<file path="config.mk">
export PLATFORM = sky130hd
export DESIGN_NAME = intVecSeq
export DESIGN_NICKNAME = d
export VERILOG_FILES = /design/src/rtl/isvPkg.sv /design/src/rtl/isvControl.sv /design/src/rtl/isvDatapath.sv /design/src/rtl/intVecSeq.sv
export SDC_FILE = /design/constraint.sdc
export NUM_CORES = 1
export LEC_CHECK = 0
export ABC_CLOCK_PERIOD_IN_PS = 1550
export BUFFER_PORTS_ARGS = -buffer_cell sky130_fd_sc_hd__buf_2
export CORE_MARGIN = 1.5
export CORE_UTILIZATION = 40
export DETAILED_ROUTE_END_ITERATION = 6
export PLACE_DENSITY = 0.73
export SLEW_MARGIN = 30
export SYNTH_ARGS = -nofsm -noshare
export SYNTH_HDL_FRONTEND = slang
export SYNTH_SLANG_ARGS = --single-unit
</file>
<file path="constraint.sdc">
create_clock -name clk -period 1.55 [get_ports clk]
set_input_delay 0.31 -clock clk [delete_from_list [all_inputs] [get_ports clk]]
set_output_delay 0.31 -clock clk [all_outputs]
set_load 0.01 [all_outputs]
</file>
<file path="src/rtl/isvPkg.sv">
package isvPkg;

  // strobes from the control FSM to the datapath
  typedef struct packed {
    logic loadBoot;
    logic loadSrc;
    logic take;
    logic stall;
  } isvStrobes_t;

  typedef enum logic [1:0] {
    S_BOOT  = 2'd0,
    S_IDLE  = 2'd1,
    S_TAKE  = 2'd2,
    S_STALL = 2'd3
  } isvState_e;

endpackage

</file>
<file path="src/rtl/isvControl.sv">
module isvControl
  import isvPkg::*;
(
  input  logic        clk,
  input  logic        rstN,
  input  logic        anyElig,
  output isvStrobes_t strobes
);

  isvState_e stateQ, stateD;

  always_comb begin
    stateD = stateQ;
    unique case (stateQ)
      S_BOOT:  stateD = S_TAKE;
      S_IDLE:  stateD = anyElig ? S_TAKE : S_IDLE;
      S_TAKE:  stateD = S_STALL;
      S_STALL: stateD = S_IDLE;
      default: stateD = S_IDLE;
    endcase
  end

  always_ff @(posedge clk or negedge rstN) begin
    if (!rstN) stateQ <= S_BOOT;
    else       stateQ <= stateD;
  end

  always_comb begin
    strobes.loadBoot = (stateQ == S_BOOT);
    strobes.loadSrc  = (stateQ == S_IDLE) && anyElig;
    strobes.take     = (stateQ == S_TAKE);
    strobes.stall    = (stateQ == S_STALL);
  end

  AST_TAKE_THEN_STALL: assert property (@(posedge clk) disable iff (!rstN)
    strobes.take |=> (strobes.stall && !strobes.take));
  AST_STALL_THEN_GAP: assert property (@(posedge clk) disable iff (!rstN)
    strobes.stall |=> !strobes.take);

endmodule

</file>
<file path="src/rtl/isvDatapath.sv">
module isvDatapath
  import isvPkg::*;
#(
  parameter int NUM_SRC      = 6,
  parameter int ADDR_W       = 12,
  parameter int SPACING_LOG2 = 2,
  parameter int IDX_W        = 3
)(
  input  logic               clk,
  input  logic               rstN,
  input  logic [NUM_SRC-1:0] reqIn,
  input  logic [NUM_SRC-1:0] srcEn,
  input  logic               globalEn,
  input  logic               stackFull,
  input  isvStrobes_t        strobes,
  output logic               anyElig,
  output logic [ADDR_W-1:0]  vecAddr,
  output logic [NUM_SRC-1:0] srcAck,
  output logic               gieClr
);

  logic [NUM_SRC-1:0] pendQ;
  logic [NUM_SRC-1:0] elig;
  logic [IDX_W-1:0]   winIdx;
  logic [IDX_W-1:0]   selIdxQ;

  // pending flags: set by pulse, cleared by own acknowledge
  always_ff @(posedge clk or negedge rstN) begin
    if (!rstN) pendQ <= '0;
    else       pendQ <= (pendQ & ~srcAck) | reqIn;
  end

  assign elig    = (globalEn && !stackFull) ? (pendQ & srcEn) : '0;
  assign anyElig = |elig;

  // fixed priority: lowest index wins (scan from top, last hit stays)
  always_comb begin
    winIdx = '0;
    for (int i = NUM_SRC - 1; i >= 0; i--) begin
      if (elig[i]) winIdx = IDX_W'(i + 1);
    end
  end

  // selected vector number: 0 = reset, i+1 = source i
  always_ff @(posedge clk or negedge rstN) begin
    if (!rstN)                 selIdxQ <= '0;
    else if (strobes.loadBoot) selIdxQ <= '0;
    else if (strobes.loadSrc)  selIdxQ <= winIdx;
  end

  assign vecAddr = ADDR_W'(selIdxQ) << SPACING_LOG2;
  assign gieClr  = strobes.take && (selIdxQ != '0);

  for (genvar g = 0; g < NUM_SRC; g++) begin : gAck
    assign srcAck[g] = strobes.take && (selIdxQ == IDX_W'(g + 1));
  end

  AST_ACK_ONEHOT: assert property (@(posedge clk) disable iff (!rstN)
    $onehot0(srcAck));
  AST_ACK_WAS_PENDING: assert property (@(posedge clk) disable iff (!rstN)
    (|srcAck) |-> (|(srcAck & pendQ)));
  AST_LOWEST_WINS: assert property (@(posedge clk) disable iff (!rstN)
    (|srcAck) |-> (($past(elig) & (srcAck - 1'b1)) == '0));
  AST_NO_ACK_IN_STALL: assert property (@(posedge clk) disable iff (!rstN)
    strobes.stall |-> (srcAck == '0 && !gieClr));

endmodule

</file>
<file path="src/rtl/intVecSeq.sv">
module intVecSeq
  import isvPkg::*;
#(
  parameter int NUM_SRC      = 6,
  parameter int ADDR_W       = 12,
  parameter int SPACING_LOG2 = 2
)(
  input  logic               clk,
  input  logic               rstN,
  input  logic [NUM_SRC-1:0] reqIn,
  input  logic [NUM_SRC-1:0] srcEn,
  input  logic               globalEn,
  input  logic               stackFull,
  output logic               vecTake,
  output logic [ADDR_W-1:0]  vecAddr,
  output logic [NUM_SRC-1:0] srcAck,
  output logic               gieClr,
  output logic               stall
);

  localparam int IDX_W = $clog2(NUM_SRC + 1);

  isvStrobes_t strobes;
  logic        anyElig;

  isvControl u_ctrl (
    .clk     (clk),
    .rstN    (rstN),
    .anyElig (anyElig),
    .strobes (strobes)
  );

  isvDatapath #(
    .NUM_SRC      (NUM_SRC),
    .ADDR_W       (ADDR_W),
    .SPACING_LOG2 (SPACING_LOG2),
    .IDX_W        (IDX_W)
  ) u_dp (
    .clk       (clk),
    .rstN      (rstN),
    .reqIn     (reqIn),
    .srcEn     (srcEn),
    .globalEn  (globalEn),
    .stackFull (stackFull),
    .strobes   (strobes),
    .anyElig   (anyElig),
    .vecAddr   (vecAddr),
    .srcAck    (srcAck),
    .gieClr    (gieClr)
  );

  assign vecTake = strobes.take;
  assign stall   = strobes.stall;

  AST_TAKE_ONLY_WHEN_ROOM: assert property (@(posedge clk) disable iff (!rstN)
    (vecTake && |srcAck) |-> $past(!stackFull && globalEn));
  AST_TAKE_ONLY_ENABLED: assert property (@(posedge clk) disable iff (!rstN)
    (vecTake && |srcAck) |-> (|($past(srcEn) & srcAck)));
  AST_ACK_WITH_GIE_CLEAR: assert property (@(posedge clk) disable iff (!rstN)
    (|srcAck) |-> (gieClr && vecTake));

endmodule

</file>
==> summary.md, run 1 <==
| Metric | Value |
|---|---|
| ANT nets after route | `0` |
| Core area | `1560 µm²` |
| Hold Vio Cnt, Final | `0` |
| Buffers & Inverters on Critical Path | `1` |
| Ys Warns | `0` |
| Reg area | `280 µm²` |
| WL per Instance | `14.1 µm` |
| DRT Wirelength | `1900 µm` |
| Via density | `5.03` |
| Setup ws final | `-40.3 ps` |
| Global route overflow | `0` |
| CTS tree | `done` |
| Total negative slack | `-72.8 ps` |
| Register bit total from synthesis | `11` |
| Final Power | `1.47 mW` |
| Vias post-DR | `674` |
| Clk buf depth | `2` |
| Die area | `1980 µm²` |
| Status | `finished, violations left` |
| Core Rows | `14` |
| Final instance count without filler cells | `134` |
| Synth cell types | `28` |
| Internal | `853 µW` |
| DR DRC count | `4` |
| Vias in the first global route | `681` |
| Power per Cell Area | `1460 nW/µm²` |
| Gate power share | `0.530` |
| Top-count cell post-synth | `dfrtp_1` |
| RePlAce Congestion | `0.856` |
| Share of layout cells above drive strength 1 | `0.568` |
| Worst hold path class | `input port to flip-flop` |
| Sequential Power Share | `0.339` |
| Critical path, cell by cell | `nand2b_4 > nor3_4 > buf_2` |
| Fillers | `128` |
| Leakage power total | `0.555 nW` |
| Syn Std Cell Area | `688 µm²` |
| Critical path's top delay family | `flip-flops` |
| Area growth, synth to finish | `46.9%` |
| Clock share of power | `0.131` |
| Die extent in x | `44.5 µm` |
| CP max stage cell | `dfrtp_2` |
| Leading area contributor after synthesis | `dfrtp_1` |
| Critical Path Sink Type | `primary output` |
| Main area contributors after synthesis | `dfrtp_1 (40%), buf_4 (9.8%), o21bai_1 (4.4%)` |
| Initial Util | `0.441` |
| Multi-input combinational cell area | `402 µm²` |
| Fin nets | `135` |
| Worst skew pair latency | `270 ps` |
| Setup violations, final | `2` |
| Worst path max stage delay | `460 ps` |
| Critical setup path kind | `flip-flop to primary output` |
| Largest net degree at the start of global routing | `12` |
| Period minus WS final | `1590 ps` |
| Initial antenna violation count | `0` |
| Top FF cell, synth | `dfrtp_1` |
| CTS sink cnt | `11` |
| IO buf count | `27` |
| CTS Buf Count | `3` |
| Worst Skew | `1.69 ps` |
| Ant diodes | `0` |
| Dpl cells | `115` |
| First-pass GRT wire length | `3060 µm` |
| Peak Freq | `629 MHz` |
| Crit path launch type | `flip-flop` |
| WHS | `227 ps` |
| Share of the synthesized area in the top cell type | `0.400` |
| Number of flops mapped to enable cells by yosys | `0` |
| H-tree depth | `1` |
| Die H | `44.5 µm` |
| Synth async-reset ratio | `1.00` |
| Drt pass-1 iters | `6` |
| Syn avg cell area | `9.43 µm²` |
| Max Cap Viol | `0` |
| Sw frac | `0.420` |
| Final slew viol count | `0` |
| Most frequent cells after synthesis | `dfrtp_1 (11), buf_4 (9), inv_1 (6), nand2_1 (6), nor2_1 (6)` |
| Sequential area share after synthesis | `0.400` |
| Failing checks | `design-rule violations, negative setup slack` |
| I/O pin count | `37` |
| Gate Count Post-Synth | `73` |
| VDD IR max | `1.11 mV` |
| DP HPWL | `1300 µm` |
| Crit path DAT | `1280 ps` |
| Root Buffer Master | `clkbuf_4` |
| Fin crit share | `1.03` |
| Total GRT Usage | `0.221` |
| RSZ-0062 raised after global routing | `yes` |
| Crit-path max FO | `6` |
| Switch Pwr | `618 µW` |
| Initial DRC count | `24` |
| CTS clk-pin slew, worst paths | `70 ps` |
| CP required | `1240 ps` |
## repair_timing
action,4_1_cts,5_1_grt
setup buffers,13,2
setup endpoints to repair,6,8
pin swaps,2,3
gates resized for setup,12,6
gates cloned,0,0
hold buffers,1,0
hold endpoints to repair,11,0
## flip-flops by register name (all words and copies together), names as in the netlist
signal	flops
u_ctrl.stateQ	2
u_dp.pendQ	6
u_dp.selIdxQ	3
## cells by family after synthesis
group           Yosys count  synth area share
flops                    11             0.400
other cells               1           0.00545
simple gates             27             0.220
compound gates           18             0.238
buf+inv                  16             0.136
## through the flow
step	instance area (µm²)	setup WS [ps]	util
finish	1010	-40.3	0.648
global route	1010	-105	0.648
CTS	982	-44.7	0.630
detailed placement	806	90.4	0.517
global placement	806	142	0.517
floorplan	718	259	-
## layer usage
metal	routed length, µm	track usage
met5	0	0
met4	9	0.0970
met3	114	0.0776
met2	996	0.348
met1	776	0.270
## placed cells by master (no fill, tap or decap), types with 3 or more instances in the layout
master,instances
clkbuf_4,3
nor2_1,4
o21bai_1,4
dfrtp_2,4
nand2b_1,3
nand2_1,5
buf_2,27
conb_1,9
buf_4,13
dfrtp_1,7
inv_1,5
## worst paths after layout
path                                  from               to  slack, ps  cells past startpoint
max in group asynchronous             rstN  u_dp.selIdxQ[1]        890                      2
hold / removal                    reqIn[5]    u_dp.pendQ[5]        230                      2
setup / recovery           u_dp.selIdxQ[1]        srcAck[0]        -40                      3
setup reg to reg           u_dp.selIdxQ[1]    u_dp.pendQ[0]        120                      7
min in group asynchronous             rstN    u_dp.pendQ[2]        430                      2
hold reg to reg              u_dp.pendQ[5]    u_dp.pendQ[5]        510                      2
## worst reg2reg max path, stage by stage, from the launching register on
cell      delay [ps]
dfrtp_2          460
nand2b_4         190
nor3_4           200
buf_4            140
buf_4             90
buf_4             90
buf_4             90
o21bai_1          60
## power by group through the flow
stage / clock network [mW] / registers [mW] / logic (mW)
4_1_cts: 0.200 / 0.496 / 0.690
3_3_place_gp: 0 / 0.469 / 0.464
6_report: 0.192 / 0.499 / 0.780
5_1_grt: 0.219 / 0.510 / 0.837
2_1_floorplan: 0 / 0.473 / 0.312
3_5_place_dp: 0 / 0.480 / 0.476
## layout make-up
class / count / area share
timing repair buffer: 42 / 0.251
multi-input combinational: 54 / 0.397
sequential: 11 / 0.277
clock buffer: 4 / 0.0260
tap: 16 / 0.0198
inverter: 7 / 0.0285
(Power assumes the default switching activity.)
==> inputs of run 2 (changes only) <==
--- a/config.mk
+++ b/config.mk
@@ -5,7 +5,7 @@
 export SDC_FILE = /design/constraint.sdc
 export NUM_CORES = 1
 export LEC_CHECK = 0
-export ABC_CLOCK_PERIOD_IN_PS = 1550
+export ABC_CLOCK_PERIOD_IN_PS = 2000
 export BUFFER_PORTS_ARGS = -buffer_cell sky130_fd_sc_hd__buf_2
 export CORE_MARGIN = 1.5
 export CORE_UTILIZATION = 40
==> constraint.sdc (replaced) <==
create_clock -name clk -period 2 [get_ports clk]
set_input_delay 0.4 -clock clk [delete_from_list [all_inputs] [get_ports clk]]
set_output_delay 0.4 -clock clk [all_outputs]
set_load 0.01 [all_outputs]
==> run 2 against run 1 <==
- the run ends with design-rule violations left
- critical path depth increased by 3
- sequential power shrank 26%
- setup slack gained 210 ps
- power down 39%
- cell count decreased by 10%
- non-clock buffer count shrank 14
- cell area fell by 17%
- count of clock-buffer cells in the layout unchanged
- die area stayed put
- sequential share of layout area up 5.0 points
- hold slack improved by 89 ps
- utilization fell by 11 points
==> summary.md, run 2 (synthesized netlist as in run 1, its figures left out) <==
| Metric | Value |
|---|---|
| Crit path DAT | `1430 ps (+150 ps)` |
| Hold Vio Cnt, Final | `0 (unchanged)` |
| Worst path max stage delay | `410 ps (-50 ps)` |
| Critical Path Sink Type | `primary output` |
| ANT nets after route | `0 (unchanged)` |
| Share of layout cells above drive strength 1 | `0.394 (-0.174)` |
| Hold Path End | `u_dp.pendQ[5]` |
| # hold bufs at CTS | `1 (unchanged)` |
| Commonest non-fill, non-tap cell in the layout | `buf_2` |
| Leakage power total | `0.465 nW (-16%)` |
| Fin util | `0.540 (-0.108)` |
| Worst R2R Start | `u_dp.pendQ[3]` |
| First-pass GRT wire length | `2590 µm (-15%)` |
| Largest Register | `u_dp.pendQ` |
| PostCTS Resize Cnt | `0 (-12)` |
| Drt pass-1 iters | `6 (unchanged)` |
| Initial Util | `0.441 (unchanged)` |
| Biggest regs | `u_dp.pendQ: 6 flops, u_dp.selIdxQ: 3 flops, u_ctrl.stateQ: 2 flops` |
| R2r setup slk | `740 ps (+620 ps)` |
| Crit path launch type | `flip-flop` |
| Post-CTS Setup Bufs | `0 (-13)` |
| Vias post-DR | `598 (-11%)` |
| Peak Freq | `546 MHz` |
| Worst Skew | `8.86 ps (+7.16 ps)` |
| Die area | `1980 µm² (unchanged)` |
| Global route overflow | `0 (unchanged)` |
| CTS tree | `done` |
| FF-to-FF End | `u_dp.selIdxQ[2]` |
| Max Cap Viol | `0 (unchanged)` |
| Period minus WS final | `1830 ps` |
| Power per Cell Area | `1060 nW/µm² (-27%)` |
| Critical setup path kind | `flip-flop to primary output` |
| Core area | `1560 µm² (unchanged)` |
| Initial antenna violation count | `0 (unchanged)` |
| CTS Buf Count | `3 (unchanged)` |
| RSZ-0062 raised after global routing | `no` |
| Fin crit share | `0.916` |
| Fin nets | `121 (-10%)` |
| Final Power | `895 µW (-39%)` |
| Via density | `4.98 (-0.92%)` |
| Worst hold path class | `input port to flip-flop` |
| Global-route met2 utilization | `0.287 (-0.0609)` |
| Clk buf depth | `2 (unchanged)` |
| Vias in the first global route | `601 (-12%)` |
| Die extent in x | `44.5 µm (unchanged)` |
| Most used routing layer | `met2` |
| Core Rows | `14 (unchanged)` |
| WHS | `316 ps (+88.9 ps)` |
| RePlAce Congestion | `0.856 (about the same)` |
| Final slew viol count | `0 (unchanged)` |
| Met1 GRT Util | `0.232 (-0.0383)` |
| IO buf count | `27 (unchanged)` |
| Multi-input combinational cell area | `349 µm² (-13%)` |
| Root Buffer Master | `clkbuf_4` |
| Area growth, synth to finish | `22.4%` |
| Worst Setup SP | `u_ctrl.stateQ[0]` |
| VDD IR max | `0.550 mV (-51%)` |
| Total GRT Usage | `0.185 (-0.0355)` |
| Most frequent cells in the layout | `buf_2 (27), dfrtp_1 (11), conb_1 (9)` |
| Total negative slack | `0 ps (+72.8 ps)` |
| Reg area | `275 µm² (-1.8%)` |
| DRT Wirelength | `1540 µm (-19%)` |
| Fillers | `156 (+22%)` |
| DP HPWL | `1280 µm (-1.3%)` |
| Setup violations, final | `0 (-2)` |
| Met3 Resource Use GR | `0.0531 (-0.0245)` |
| Status | `finished, violations left` |
| Critical path's top delay family | `flip-flops` |
| Ant diodes | `0 (unchanged)` |
| Worst R2R Path Depth | `4 (-3)` |
| CTS clk-pin slew, worst paths | `80 ps (about the same)` |
| WL per Instance | `12.8 µm (-9.2%)` |
| Critical path, cell by cell | `inv_1 > nand2_2 > inv_2 > nand2_1 > nor3_2 > buf_2` |
| Worst skew pair latency | `270 ps (about the same)` |
| Die H | `44.5 µm (unchanged)` |
| Max FFs per register | `6 (unchanged)` |
| Largest net degree at the start of global routing | `12 (unchanged)` |
| Hold Path Depth | `2 (unchanged)` |
| Failing checks | `design-rule violations` |
| CTS sink cnt | `11 (unchanged)` |
| H-tree depth | `1 (unchanged)` |
| I/O pin count | `37 (unchanged)` |
| CP required | `1600 ps (+360 ps)` |
| Buffers & Inverters on Critical Path | `3 (+2)` |
| DR DRC count | `4 (unchanged)` |
| Initial DRC count | `26 (+8.3%)` |
| Crit-path max FO | `5 (-1)` |
| Hold path start | `reqIn[5]` |
| CP max stage cell | `dfrtp_1` |
==> run 2: worst max-delay path by stage <==
stage	depth (start not counted)	to	slack, ps
floorplan	5	srcAck[3]	620
finish	6	srcAck[3]	170
CTS	6	srcAck[3]	160
global route	6	srcAck[3]	40
detailed placement	6	srcAck[3]	470
global placement	6	srcAck[3]	500
==> run 2: metal layers <==
metal  wire [µm]  up-vias  part of all wire
li1            -      294                 -
met1         637      271              0.41
met2         771       29              0.50
met3         105        4             0.068
met4          25        0             0.016
met5           0        -                 0
==> run 2: final cells by class <==
type	instances	share of cell area
clock buffers	4	0.0312
inverters	7	0.0312
multi-input cells	54	0.415
flip-flops and latches	11	0.327
well taps	16	0.0238
repair buffers	28	0.172
==> run 2: power breakdown <==
| part | total (mW) | switching (mW) | internal (mW) | leakage (nW) |
|---|---|---|---|---|
| Sequential | 0.368 | 0.0877 | 0.280 | 0.115 |
| Combinational | 0.369 | 0.213 | 0.156 | 0.335 |
| Clock | 0.158 | 0.0811 | 0.0772 | 0.0150 |
==> run 2: worst register-to-register path, cell delays in order (launching register included) <==
cell and delay [ps]:
dfrtp_1 400, a22oi_2 280, a21oi_2 110, and2_4 170
o2bb2a_4 210
==> run 2: per-stage QoR <==
stage                     setup WS (ps)  cells  instance area, µm²
final                               167    120                 842
after global routing               44.0    120                 842
after CTS                           163    120                 842
after detailed placement            467    115                 806
after global placement              502    115                 806
after floorplan                     619     81                 718
